--- config.mk ---
export PLATFORM = sky130hd
export DESIGN_NAME = fcmp_nzcv
export DESIGN_NICKNAME = d
export VERILOG_FILES = /design/src/rtl/fcmp_pkg.sv /design/src/rtl/fcmp_classify.sv /design/src/rtl/fcmp_order.sv /design/src/rtl/fcmp_nzcv.sv
export SDC_FILE = /design/constraint.sdc
export NUM_CORES = 1
export LEC_CHECK = 0
export BUFFER_PORTS_ARGS = -buffer_cell sky130_fd_sc_hd__buf_2
export CORE_MARGIN = 2
export CORE_UTILIZATION = 31
export CTS_CLUSTER_DIAMETER = 80
export DETAILED_ROUTE_END_ITERATION = 10
export HOLD_SLACK_MARGIN = 0.08
export PLACE_DENSITY = 0.6
export SLEW_MARGIN = 5
export SYNTH_ARGS = -nofsm -noshare
export SYNTH_HDL_FRONTEND = slang
export SYNTH_SLANG_ARGS = --single-unit
--- constraint.sdc ---
create_clock -name clk -period 3.72 [get_ports clk]
set_clock_uncertainty 0.05 [all_clocks]
set_input_delay 0.744 -clock clk [delete_from_list [all_inputs] [get_ports clk]]
set_output_delay 0.744 -clock clk [all_outputs]
set_load 0.005 [all_outputs]
--- src/rtl/fcmp_pkg.sv ---
package fcmp_pkg;
    localparam int EXP_W  = 8;
    localparam int MAN_W  = 23;
    localparam int WORD_W = 1 + EXP_W + MAN_W;

    // condition codes, bit order {N,Z,C,V}
    localparam logic [3:0] CC_LT  = 4'b1000;
    localparam logic [3:0] CC_EQ  = 4'b0110;
    localparam logic [3:0] CC_GT  = 4'b0010;
    localparam logic [3:0] CC_UNO = 4'b0011;

    typedef struct packed {
        logic       vld;
        logic [3:0] cc;
        logic       inv;
    } cmp_res_t;
endpackage

--- src/rtl/fcmp_classify.sv ---
module fcmp_classify #(
    parameter int EXP_W = 8,
    parameter int MAN_W = 23,
    localparam int W = 1 + EXP_W + MAN_W
) (
    input  logic [W-1:0] word,
    output logic         is_nan,
    output logic         is_sig,
    output logic         is_zero
);
    logic exp_max;
    logic frac_nz;

    always_comb begin
        exp_max = &word[W-2:MAN_W];
        frac_nz = |word[MAN_W-1:0];
        is_nan  = exp_max && frac_nz;
        // quiet marker is the top fraction bit
        is_sig  = is_nan && !word[MAN_W-1];
        is_zero = ~|word[W-2:0];
    end
endmodule

--- src/rtl/fcmp_order.sv ---
module fcmp_order #(
    parameter int W = 32
) (
    input  logic [W-1:0] a,
    input  logic [W-1:0] b,
    input  logic         a_zero,
    input  logic         b_zero,
    output logic         lt,
    output logic         eq
);
    logic sa;
    logic sb;
    logic ult;

    always_comb begin
        sa  = a[W-1];
        sb  = b[W-1];
        ult = a < b;
        eq  = (a == b) || (a_zero && b_zero);
        if (eq)
            lt = 1'b0;
        else if (sa != sb)
            lt = sa;
        else
            lt = sa ? !ult : ult;
    end
endmodule

--- src/rtl/fcmp_nzcv.sv ---
module fcmp_nzcv
    import fcmp_pkg::*;
#(
    parameter int EXPW    = EXP_W,
    parameter int MANW    = MAN_W,
    parameter bit REG_OUT = 1'b1,
    localparam int W = 1 + EXPW + MANW
) (
    input  logic         clk,
    input  logic         rst_n,
    input  logic         in_valid,
    input  logic [W-1:0] opd_d,
    input  logic [W-1:0] opd_m,
    input  logic         sig_mode,
    input  logic         zero_mode,
    output logic         out_valid,
    output logic [3:0]   flags,
    output logic         invalid
);
    localparam int NOPS = 2;

    logic [W-1:0] opnd [NOPS];
    logic [NOPS-1:0] nan_v;
    logic [NOPS-1:0] sig_v;
    logic [NOPS-1:0] zero_v;
    logic lt_w;
    logic eq_w;
    cmp_res_t res_d;
    cmp_res_t res_q;

    always_comb begin
        opnd[0] = opd_d;
        opnd[1] = zero_mode ? '0 : opd_m;
    end

    for (genvar g = 0; g < NOPS; g++) begin : g_cls
        fcmp_classify #(.EXP_W(EXPW), .MAN_W(MANW)) u_cls (
            .word    (opnd[g]),
            .is_nan  (nan_v[g]),
            .is_sig  (sig_v[g]),
            .is_zero (zero_v[g])
        );
    end

    fcmp_order #(.W(W)) u_ord (
        .a      (opnd[0]),
        .b      (opnd[1]),
        .a_zero (zero_v[0]),
        .b_zero (zero_v[1]),
        .lt     (lt_w),
        .eq     (eq_w)
    );

    always_comb begin
        res_d     = '0;
        res_d.vld = in_valid;
        if (|nan_v) begin
            res_d.cc  = CC_UNO;
            res_d.inv = sig_mode || (|sig_v);
        end else if (eq_w) begin
            res_d.cc  = CC_EQ;
        end else if (lt_w) begin
            res_d.cc  = CC_LT;
        end else begin
            res_d.cc  = CC_GT;
        end
    end

    if (REG_OUT) begin : g_reg
        always_ff @(posedge clk) begin
            if (!rst_n) res_q <= '0;
            else        res_q <= res_d;
        end

        // result strobe trails the input strobe by one clock
        assert_latency_R10: assert property (@(posedge clk) disable iff (!rst_n)
            out_valid == $past(in_valid && rst_n));

        // zero compare of a zero left operand is always equal
        assert_zero_eq_R8: assert property (@(posedge clk) disable iff (!rst_n)
            (in_valid && zero_mode && (opd_d[W-2:0] == '0)) |=> (flags == CC_EQ && !invalid));
    end else begin : g_comb
        assign res_q = res_d;
    end

    assign out_valid = res_q.vld;
    assign flags     = res_q.cc;
    assign invalid   = res_q.inv;

    // only four legal codes leave the block
    assert_legal_cc_R11: assert property (@(posedge clk) disable iff (!rst_n)
        out_valid |-> (flags == CC_LT || flags == CC_EQ || flags == CC_GT || flags == CC_UNO));

    // invalid accompanies unordered only
    assert_inv_uno_R7: assert property (@(posedge clk) disable iff (!rst_n)
        invalid |-> (flags == CC_UNO));

    // zero flag never appears without carry
    assert_z_with_c_R1: assert property (@(posedge clk) disable iff (!rst_n)
        flags[2] |-> flags[1]);
endmodule

# == Word level (Yosys, flattened, before mapping) ==
# Cells that the tools add are included.
# Widths: inputs -> output; s select.
# op_classes
n_bitwise,1
magnitude_cmp,1
mux,7
eq_ne,2
n_reduce_logical,23
# ops
cell,count
$reduce_or 31->1,2
$reduce_or 23->1,2
$eq 32x32->1,1
$lt 32x32->1,1
$mux 32,1
$reduce_and 8->1,2
$logic_and 1x1->1,5
$logic_not 1->1,5
$mux 4,1
$reduce_or 2->1,2
$reduce_or 4->1,1
$mux 1,3
$mux 3,1
$reduce_or 3->1,1
$logic_or 1x1->1,2
$mux 2,1
$reduce_and 2->1,1
$ne 1x1->1,1
$not 1->1,1
# totals
output_inout_bits,6
ff_bits,6
elab_cells,39

# == Depth between registers and ports, before layout ==
# Gate-level depths: netlist of run 1.
# depth
depth_word,9
mapped_depth,10
ltp_nobuf,8

# == Cells and area by module ==
# Synthesis of run 1 repeated with hierarchy kept, for this count alone.
# unflattened
cells_unflattened,195
area_unflattened_um2,1443.9
# by_module_without_submodules
module,instances,area_per_inst_um2,seq_area_each_um2,cells_each
fcmp_order,1,828.3,0.0,115
fcmp_nzcv,1,400.4,120.1,50
fcmp_classify,2,107.6,0.0,15

# == Worst setup path after synthesis of run 1 ==
# OpenSTA, ideal clock, no wires.
# synth_path
path_type,input to register
start,in zero_mode
end,reg res_q (netlist bit flags[1])
path_stages,9
path_buffers,2
arrival_ps,2742
setup_slack_ps,803
required_time_ps,3545
setup_time_ps,125
cell_sequence,clkbuf_1 clkbuf_1 nand2b_1 ha_1 and2_1 a221o_1 a221oi_2 a31oi_1 o41a_1
# synth_between
elab_chain_cells,9
elab_cells_between_ends,19
cone_classes,order compare: 1; eq/ne: 2; mux: 7; reduce/logical: 9
# synth_rtl
element,line,text
from (decl),fcmp_nzcv.sv:15,"input logic zero_mode,"
$mux 32 *,fcmp_nzcv.sv:33,opnd[1] = zero_mode ? '0 : opd_m;
$lt 32x32->1 or $reduce_or 31->1 (tied branches),"fcmp_order.sv:18, fcmp_classify.sv:20",
"$logic_not 1->1, on equally long branches","fcmp_order.sv:25, fcmp_classify.sv:20",
$mux 1 or $logic_and 1x1->1 (tied branches),"fcmp_order.sv:25, fcmp_order.sv:19",
$mux 1 or $logic_or 1x1->1 (tied branches),"fcmp_order.sv:22, fcmp_order.sv:19",
$mux 1,fcmp_order.sv:20,if (eq)
$mux 4,fcmp_nzcv.sv:62,end else if (lt_w) begin
$mux 3,fcmp_nzcv.sv:60,end else if (eq_w) begin
$mux 2 *,fcmp_nzcv.sv:57,if (|nan_v) begin
to (signal assigned),fcmp_nzcv.sv:72,else res_q <= res_d;
to (decl),fcmp_nzcv.sv:29,cmp_res_t res_q;
# Every way passes the cells marked *; elsewhere a longest branch is shown, timed or not.
# A chain may end at the register's enable or synchronous reset.

# == Worst setup path in the final report of run 1 ==
# Ends and elaborated chain as after synthesis.

==> impl_metrics.toml, run 1 <==
[drt]
vias = 1545
drt_iter0_markers = 52
wl_met2_um = 1860
wl_per_cell_um = 13.2
routed_wl_um = 3840
drt_pass1_iterations = 4
wl_met3_um = 203
vias_per_cell = 5.33
wl_met1_um = 1710
top_layer_used = "met4"
drc = 0
drtAntennaViolNets = 0

[clocking]
clockBufferDepth = 2
numCtsBuffers = 3
root_buffer = "clkbuf_8"
cts_tree = "built"
cts_max_level = 1
cts.hold.buffers_added = 0
cts_resized = 0
cts.reportedPaths.clkPinSlew_ns = 0.03
postCtsSetupRepairBufs = 0
clkSinkCount = 6

[sta]
drv_slew = 0
tightest_slew_ns = 0.488
final.min_clock_period_ns = 2.87
fin_tns_setup_ns = 0
rsz0062_at_grt = "no"
finalCritPeriodShare_pct = 77.1
max_freq_mhz = 348
hold_violations = 0
hold_slack_ns = 0.677
final-setup-viol-count = 0
slew_headroom_pct = 67.3

[global_routing]
grt-ovfl-total = 0
grt_max_degree = 34
first_global_vias = 1515
grt_pass1_wl_um = 6550
antenna_found_initial = 0
grt.total_usage_pct = 16.4

[finish]
mostFrequentLayoutCells = "buf_2 (74), ha_1 (32), nand2b_1 (31)"
fin_nets = 343
stdcell_area_um2 = 1780
antennaDiodeCount = 0
nFillCells = 450
area.sequential_um2 = 120
multiInputGateArea_um2 = 1170
layout_commonest_cell = "buf_2"
area_delta_synth_final_pct = 35.2
drive_gt1_share_pct = 34.2

[floorplan]
dieArea_um2 = 4770
rows = 23
ios = 75
initial_core_util_pct = 32.6
die_x_um = 69.1
die_h_um = 69.1
fp.coreArea_um2 = 4030

[power_and_ir_drop]
net-switching-power_uw = 102
combPwrFrac_pct = 47.7
intPower_uw = 211
vdd_drop_max_v = 0.0000712
p_clk_share_pct = 30.6
power_frac_seq_pct = 21.7
p_leak_nw = 0.841
p_sw_share_pct = 32.5
power_density_nw_per_um2 = 176

[logic_synthesis]
synth_nets = 267
netlist_instances = 166
synth_edf_count = 0
yosysSeqAreaShare_pct = 9.14
syn_avg_cell_area_um2 = 7.91
synthDistinctLibCells = 30
synth-async-reset-ratio_pct = 0
synth-seq-cells = 6
syn_area_um2 = 1310
ys_warn_count = 0
synth_top_area_share_pct = 30.5
synth_area_leader_cell = "ha_1"
synth_ff_type = "dfxtp_1"
yosys-top-cells-area = "ha_1 (30%), nand2b_1 (15%), dfxtp_1 (9.1%)"

[placement]
numPortBuffers = 74
place_area_um2 = 1740
dp_hpwl_um = 3450
gp_congestion = 0.788

[critical_path]
end_kind = "flip-flop"
worstPathMaxFanout = 33
path_class = "in -> reg"
cp_data_required_time_ns = 3.77
startpoint_type = "primary input"
arrival_ns = 2.92

[hold_path]
whs_path_depth = 2
hold_path.class = "in -> reg"
hold_start = "in_valid"
min_to = "out_valid$_SDFF_PN0_"

[run_status]
status = "finished, final reports clean"

[run]
maxCapViolCount = 0
==> power groups by stage <==
stage	sequential (mW)	clock (mW)	combinational (mW)
floorplan	0.0694	0	0.0795
global placement	0.0687	0	0.150
detailed placement	0.0687	0	0.150
CTS	0.0678	0.0994	0.151
global route	0.0681	0.103	0.172
finish	0.0678	0.0956	0.149
==> state kept, by name (all words and copies together) (netlist names) <==
signal,count
flags,4
invalid,1
out_valid,1
==> synthesized netlist by cell type (2+ instances only) <==
cell and n:
o211ai_1 2, nor2_1 4, nand4_1 9, o21ai_0 4, ha_1 32, dfxtp_1 6, nor2b_1 2, nor3_1 4
and4_1 4, and2_1 2, clkbuf_1 3, nor4_1 15, a21o_1 4, a21oi_1 12, nand2b_1 31, inv_1 2
nand2_1 10, nand3_1 8
==> final cells by class <==
| cell class | count | area share (%) |
|---|---|---|
| sequential | 6 | 6.76 |
| clock buffer | 3 | 2.32 |
| timing repair buffer | 74 | 20.8 |
| multi-input combinational | 155 | 66.1 |
| inverter | 2 | 0.423 |
| tap | 50 | 3.52 |
==> cell families after synthesis <==
family,after synthesis,share of synthesized area [%]
buffers and inverters,5,1.43
DFF,6,9.14
adders and majority gates,32,30.5
and+or+nand+nor,92,41.3
AOI/OAI and AO/OA,31,17.6
==> worst max-delay path, cell delays in order <==
cell and delay, ns:
buf_2 0.35, nand2b_1 0.20, ha_1 0.25, a21o_1 0.18, a221o_1 0.32, a221oi_2 0.30, a31oi_1 0.15, o41a_1 0.42
==> per-layer routing <==
| metal | global-route usage, % | vias up |
|---|---|---|
| met4 | 4.79 | 0 |
| met3 | 2.63 | 8 |
| met2 | 29.2 | 53 |
| met5 | 0 | - |
| li1 | - | 796 |
| met1 | 20.1 | 688 |
==> worst max path at each step <==
stage                     slack, ns  cells past startpoint                   to       from
after floorplan                0.80                      9  flags[1]$_SDFF_PN0_  zero_mode
after global routing           0.66                      8  flags[1]$_SDFF_PN0_  zero_mode
after global placement         0.67                      8  flags[1]$_SDFF_PN0_  zero_mode
final                          0.85                      8  flags[1]$_SDFF_PN0_  zero_mode
after detailed placement       0.62                      8  flags[1]$_SDFF_PN0_  zero_mode
after CTS                      0.85                      8  flags[1]$_SDFF_PN0_  zero_mode
==> stage by stage <==
stage | power [mW] | setup slack, ns | utilization (%) | cells
after detailed placement | 0.219 | 0.621 | 43.1 | 287
after CTS | 0.318 | 0.847 | 44.1 | 290
final | 0.313 | 0.850 | 44.1 | 290
after global routing | 0.344 | 0.664 | 44.1 | 290
after global placement | 0.219 | 0.670 | 43.1 | 287
after floorplan | 0.149 | 0.803 | - | 166
Note: power is estimated with default switching activity, not from simulation.
==> inputs of run 2 (changes only) <==
--- a/config.mk
+++ b/config.mk
@@ -11,7 +11,7 @@
 export CTS_CLUSTER_DIAMETER = 80
 export DETAILED_ROUTE_END_ITERATION = 10
 export HOLD_SLACK_MARGIN = 0.08
-export PLACE_DENSITY = 0.6
+export PLACE_DENSITY = 0.62
 export SLEW_MARGIN = 5
 export SYNTH_ARGS = -nofsm -noshare
 export SYNTH_HDL_FRONTEND = slang
==> constraint.sdc (replaced) <==
create_clock -name clk -period 2.5 [get_ports clk]
set_clock_uncertainty 0.05 [all_clocks]
set_input_delay 0.5 -clock clk [delete_from_list [all_inputs] [get_ports clk]]
set_output_delay 0.5 -clock clk [all_outputs]
set_load 0.005 [all_outputs]
==> run 2 against run 1 <==
Combinational power increased by 66%. First-iteration DRC count rose by 33%. Wire length rose by 1.2%. Hold slack worse by 0.24 ns. Non-clock buffer count increased by 12. Critical endpoint unchanged.
==> impl_metrics.toml, run 2 (same netlist as run 1, synthesis figures left out) <==
[critical_path]
startpoint_type = "primary input"
worstPathMaxFanout = 28
cp_data_required_time_ns = 2.55
arrival_ns = 2.44
path_class = "in -> reg"
end_kind = "flip-flop"

[power_and_ir_drop]
p_sw_share_pct = 31.9
power_density_nw_per_um2 = 254
vdd_drop_max_v = 0.000150
power_frac_seq_pct = 20.6
intPower_uw = 334
net-switching-power_uw = 157
p_leak_nw = 0.917
p_clk_share_pct = 28.7
combPwrFrac_pct = 50.7

[placement]
dp_hpwl_um = 3450
gp_congestion = 0.815
numPortBuffers = 74
place_area_um2 = 1820

[drt]
drt_pass1_iterations = 4
drtAntennaViolNets = 0
wl_per_cell_um = 12.9
vias = 1570
drt_iter0_markers = 69
drc = 0
routed_wl_um = 3880
vias_per_cell = 5.20

[global_routing]
grt.total_usage_pct = 16.3
grt_pass1_wl_um = 6690
grt_max_degree = 29
first_global_vias = 1604
antenna_found_initial = 0
grt-ovfl-total = 0

[sta]
drv_slew = 0
final-setup-viol-count = 0
max_freq_mhz = 419
final.min_clock_period_ns = 2.39
finalCritPeriodShare_pct = 95.5
tightest_slew_ns = 0.420
hold_violations = 0
slew_headroom_pct = 71.8
rsz0062_at_grt = "no"

[run_status]
status = "finished, final reports clean"

[floorplan]
ios = 75
initial_core_util_pct = 32.6
rows = 23
fp.coreArea_um2 = 4030
die_h_um = 69.1
die_x_um = 69.1
dieArea_um2 = 4770

[clocking]
cts.hold.buffers_added = 0
clockBufferDepth = 2
cts.reportedPaths.clkPinSlew_ns = 0.03
cts_max_level = 1
root_buffer = "clkbuf_8"
clkSinkCount = 6
numCtsBuffers = 3
cts_tree = "built"

[finish]
area_delta_synth_final_pct = 47.0
layout_commonest_cell = "buf_2"
mostFrequentLayoutCells = "buf_2 (73), ha_1 (30), nand2b_1 (29)"
area.sequential_um2 = 120
largest_register_ffs = 4
antennaDiodeCount = 0
post-route-util_pct = 47.9
stdcell_area_um2 = 1930
drive_gt1_share_pct = 39.3
fin_nets = 355
multiInputGateArea_um2 = 1220
nFillCells = 429

[run]
maxCapViolCount = 0

[hold_path]
hold_path.class = "in -> reg"
## run 2: cell count changes in the layout (fill, tap and decap cells not counted)
cell      previous run  this run
buf_4                0        11
ha_1                32        30
ha_4                 0         2
nand2b_1            31        29
nand2b_4             0         2
a211oi_1             1         0
a211oi_2             0         1
buf_12               0         1
buf_2               74        73
buf_6                0         1
## run 2: power by group through the flow
stage	clock (mW)	combinational, mW	sequential [mW]
2_1_floorplan	0	0.122	0.103
3_3_place_gp	0	0.235	0.103
3_5_place_dp	0	0.236	0.103
4_1_cts	0.146	0.237	0.101
5_1_grt	0.154	0.284	0.101
6_report	0.141	0.248	0.101
## run 2: timing repair
item	CTS	global route
gates resized for setup	1	8
setup buffers	0	2
pin swaps	0	5
setup endpoints to repair	1	1
## run 2: final timing paths
check             startpoint                    to  slack, ns  depth (start not counted)
setup / recovery   zero_mode   flags[1]$_SDFF_PN0_       0.11                          9
hold / removal      in_valid  out_valid$_SDFF_PN0_       0.44                          2
## run 2: area by class of cell
class | instances | share of cell area [%]
sequential | 6 | 6.22
clock buffer | 3 | 2.14
timing repair buffer | 86 | 24.8
tap | 50 | 3.24
multi-input combinational | 155 | 63.2
inverter | 2 | 0.389
## run 2: stage by stage
stage	hold slack [ns]	TNS, ns	std cells	total power [mW]	setup WS [ns]
2_1_floorplan	0.572	0	166	0.225	0.00244
3_3_place_gp	0.660	-0.397	297	0.337	-0.236
4_1_cts	0.435	0	300	0.484	0.0550
6_report	0.438	0	302	0.490	0.113
3_5_place_dp	0.661	-0.385	297	0.338	-0.243
5_1_grt	0.445	0	302	0.539	0.0105
## run 2: metal layers
metal | wire length, um | vias up | global-route usage [%]
met5 | 0 | - | 0
met1 | 1760 | 692 | 20.2
met3 | 239 | 4 | 3.80
li1 | - | 823 | -
met2 | 1860 | 51 | 29.1
met4 | 29 | 0 | 2.40
## run 2: worst max-delay path: stages
cell and delay (ns):
buf_12 0.13, nand2b_1 0.14, ha_1 0.29, and4_1 0.23, nand4_1 0.11, nor2_1 0.27, o41ai_4 0.14, and4b_1 0.23
o41a_1 0.39
==> inputs of run 3 (changes only) <==
--- a/config.mk
+++ b/config.mk
@@ -5,13 +5,14 @@
 export SDC_FILE = /design/constraint.sdc
 export NUM_CORES = 1
 export LEC_CHECK = 0
+export ABC_AREA = 1
 export BUFFER_PORTS_ARGS = -buffer_cell sky130_fd_sc_hd__buf_2
 export CORE_MARGIN = 2
 export CORE_UTILIZATION = 31
 export CTS_CLUSTER_DIAMETER = 80
 export DETAILED_ROUTE_END_ITERATION = 10
 export HOLD_SLACK_MARGIN = 0.08
-export PLACE_DENSITY = 0.62
+export PLACE_DENSITY = 0.61
 export SLEW_MARGIN = 5
 export SYNTH_ARGS = -nofsm -noshare
 export SYNTH_HDL_FRONTEND = slang
==> run 3 against run 2 <==
Sequential power about the same. Count of clock-buffer cells in the layout unchanged. Critical endpoint unchanged. Wire length increased by 1.4%. Maximum frequency increased by 11%. Core utilization decreased by 4.6 points.
==> impl_metrics.toml, run 3 <==
[logic_synthesis]
syn_avg_cell_area_um2 = 5.78
synth-async-reset-ratio_pct = 0
yosysSeqAreaShare_pct = 8.31
synth_nets = 351
synth_area_leader_cell = "ha_1"
synth_ff_type = "dfxtp_1"
synthTopCellsByCount = "nand2_1 (84), nor2_1 (44), ha_1 (32), inv_1 (20), a21oi_1 (15)"
ys_warn_count = 0
netlist_instances = 250
synth.most_common_cell = "nand2_1"
synth_top_area_share_pct = 27.7
yosys-top-cells-area = "ha_1 (28%), nand2_1 (22%), nor2_1 (11%)"
syn_area_um2 = 1450
synthDistinctLibCells = 20
synth_edf_count = 0
synth-seq-cells = 6

[critical_path]
max_stage_delay_ns = 0.30
worstPathMaxFanout = 34
arrival_ns = 2.23
cp.depth = 14
critical_path.cell_chain = "buf_2 -> inv_2 -> buf_12 -> nand2_1 -> ha_1 -> nand2_1 -> nor3_1 -> nand2_1 -> nand2_1 -> nand2_1 -> nand3_1 -> nand2_1 -> nor2_1 -> nor2_1"
endpoint = "flags[1]$_SDFF_PN0_"
cp_num_buf_inv = 3
startpoint_type = "primary input"
end_kind = "flip-flop"
crit_path_top_delay_cell = "ha_1"
crit_family = "simple AND/OR/NAND/NOR gates"
path_class = "in -> reg"
critPathMostFrequentCell = "nand2_1"
setup.worst_path.start = "zero_mode"
cp_data_required_time_ns = 2.57

[global_routing]
use_met3_pct = 2.08
grt-ovfl-total = 0
first_global_vias = 1644
antenna_found_initial = 0
grt.total_usage_pct = 15.7
met1_usage_pct = 20.2
grt_max_degree = 35
grt_pass1_wl_um = 6640
use_met2_pct = 27.4
busiest_layer = "met2"

[finish]
mostFrequentLayoutCells = "nand2_1 (84), buf_2 (74), nor2_1 (44)"
area_delta_synth_final_pct = 32.3
drive_gt1_share_pct = 28.4
post-route-util_pct = 43.3
final_cells = 376
fin_nets = 427
largest_register_ffs = 4
antennaDiodeCount = 0
layout_commonest_cell = "nand2_1"

[drt]
drt_pass1_iterations = 4
wl_per_cell_um = 10.5
vias_per_cell = 4.65
routed_wl_um = 3940
drt_iter0_markers = 44
drc = 0
vias = 1747
drtAntennaViolNets = 0

[placement]
numPortBuffers = 74
dp_hpwl_um = 3500
post-place-cells = 373
gp_congestion = 0.783

[clocking]
cts_max_level = 1
cts_tree = "built"
clockBufferDepth = 2
root_buffer = "clkbuf_8"
postCtsSetupRepairBufs = 0
cts.hold.buffers_added = 0
cts_resized = 0
clkSinkCount = 6
cts.reportedPaths.clkPinSlew_ns = 0.03
numCtsBuffers = 3

[sta]
finalCritPeriodShare_pct = 86.4
fin_tns_setup_ns = 0
hold_violations = 0
hold_slack_ns = 0.403
drv_slew = 0
final.min_clock_period_ns = 2.16
rsz0062_at_grt = "no"
tightest_slew_ns = 0.325
final-setup-viol-count = 0
max_freq_mhz = 463
slew_headroom_pct = 78.2

[floorplan]
dieArea_um2 = 5220
initial_core_util_pct = 32.7
die_h_um = 72.3
fp.coreArea_um2 = 4410
rows = 24
die_x_um = 72.3
ios = 75

[hold_path]
hold_path.class = "in -> reg"

[power_and_ir_drop]
p_leak_nw = 1.08
vdd_drop_max_v = 0.000118
power.total_uw = 504
power_density_nw_per_um2 = 263

[run]
maxCapViolCount = 0

[run_status]
status = "finished, final reports clean"
## run 3: changes by cell type in the layout (fill, tap and decap cells not counted), moves of 6 or more
cell      before  now
nand2b_1      29    0
nor4_1        15    1
nand2_1       10   84
buf_4         11    0
inv_1          2   20
nor2_1         4   44
o21ai_1        0    6
## run 3: report_power, final
group	total (mW)	internal [mW]	switching [mW]
registers	0.101	0.100	0.000622
clock network	0.146	0.103	0.0424
logic	0.257	0.117	0.140
## run 3: through the flow
| stage | cell area (um^2) | setup slack, ns |
|---|---|---|
| detailed placement | 1870 | 0.0761 |
| global placement | 1870 | 0.128 |
| finish | 1910 | 0.341 |
| global route | 1910 | 0.0350 |
| CTS | 1910 | 0.318 |
| floorplan | 1450 | 0.284 |
## run 3: worst min-delay path by stage
stage / slack, ns / cells after the start / to / startpoint
floorplan: 0.54 / 2 / out_valid$_SDFF_PN0_ / rst_n
global placement: 0.63 / 3 / out_valid$_SDFF_PN0_ / in_valid
detailed placement: 0.64 / 3 / out_valid$_SDFF_PN0_ / in_valid
CTS: 0.40 / 3 / out_valid$_SDFF_PN0_ / in_valid
global route: 0.42 / 3 / out_valid$_SDFF_PN0_ / in_valid
finish: 0.40 / 3 / out_valid$_SDFF_PN0_ / in_valid
## run 3: cells by family (layout without fill, tap and decap cells)
family / Yosys count / after routing / synth area share [%]
adder cells (fa/ha/maj): 32 / 32 / 27.7
AO/OA/AOI/OAI: 30 / 30 / 11.6
buffers and inverters: 25 / 99 / 7.53
flip-flops: 6 / 6 / 8.31
AND/OR/NAND/NOR: 157 / 157 / 44.8
## run 3: tightest hold or removal path, stage by stage
cell and delay (ns):
buf_2 0.07, nand2_1 0.04, inv_1 0.04
## run 3: metal layers
metal  vias up  routed length, um
met5         -                  0
met4         0                 46
met3         4                219
met2        49               1820
met1       725               1850
li1        969                  -
## run 3: layout make-up
type / count / area [um^2]
fill: 484 / 2500
timing repair buffer: 75 / 390
multi-input combinational: 219 / 1220
inverter: 21 / 78.8
tap: 52 / 65.1
sequential: 6 / 120
clock buffer: 3 / 41.3
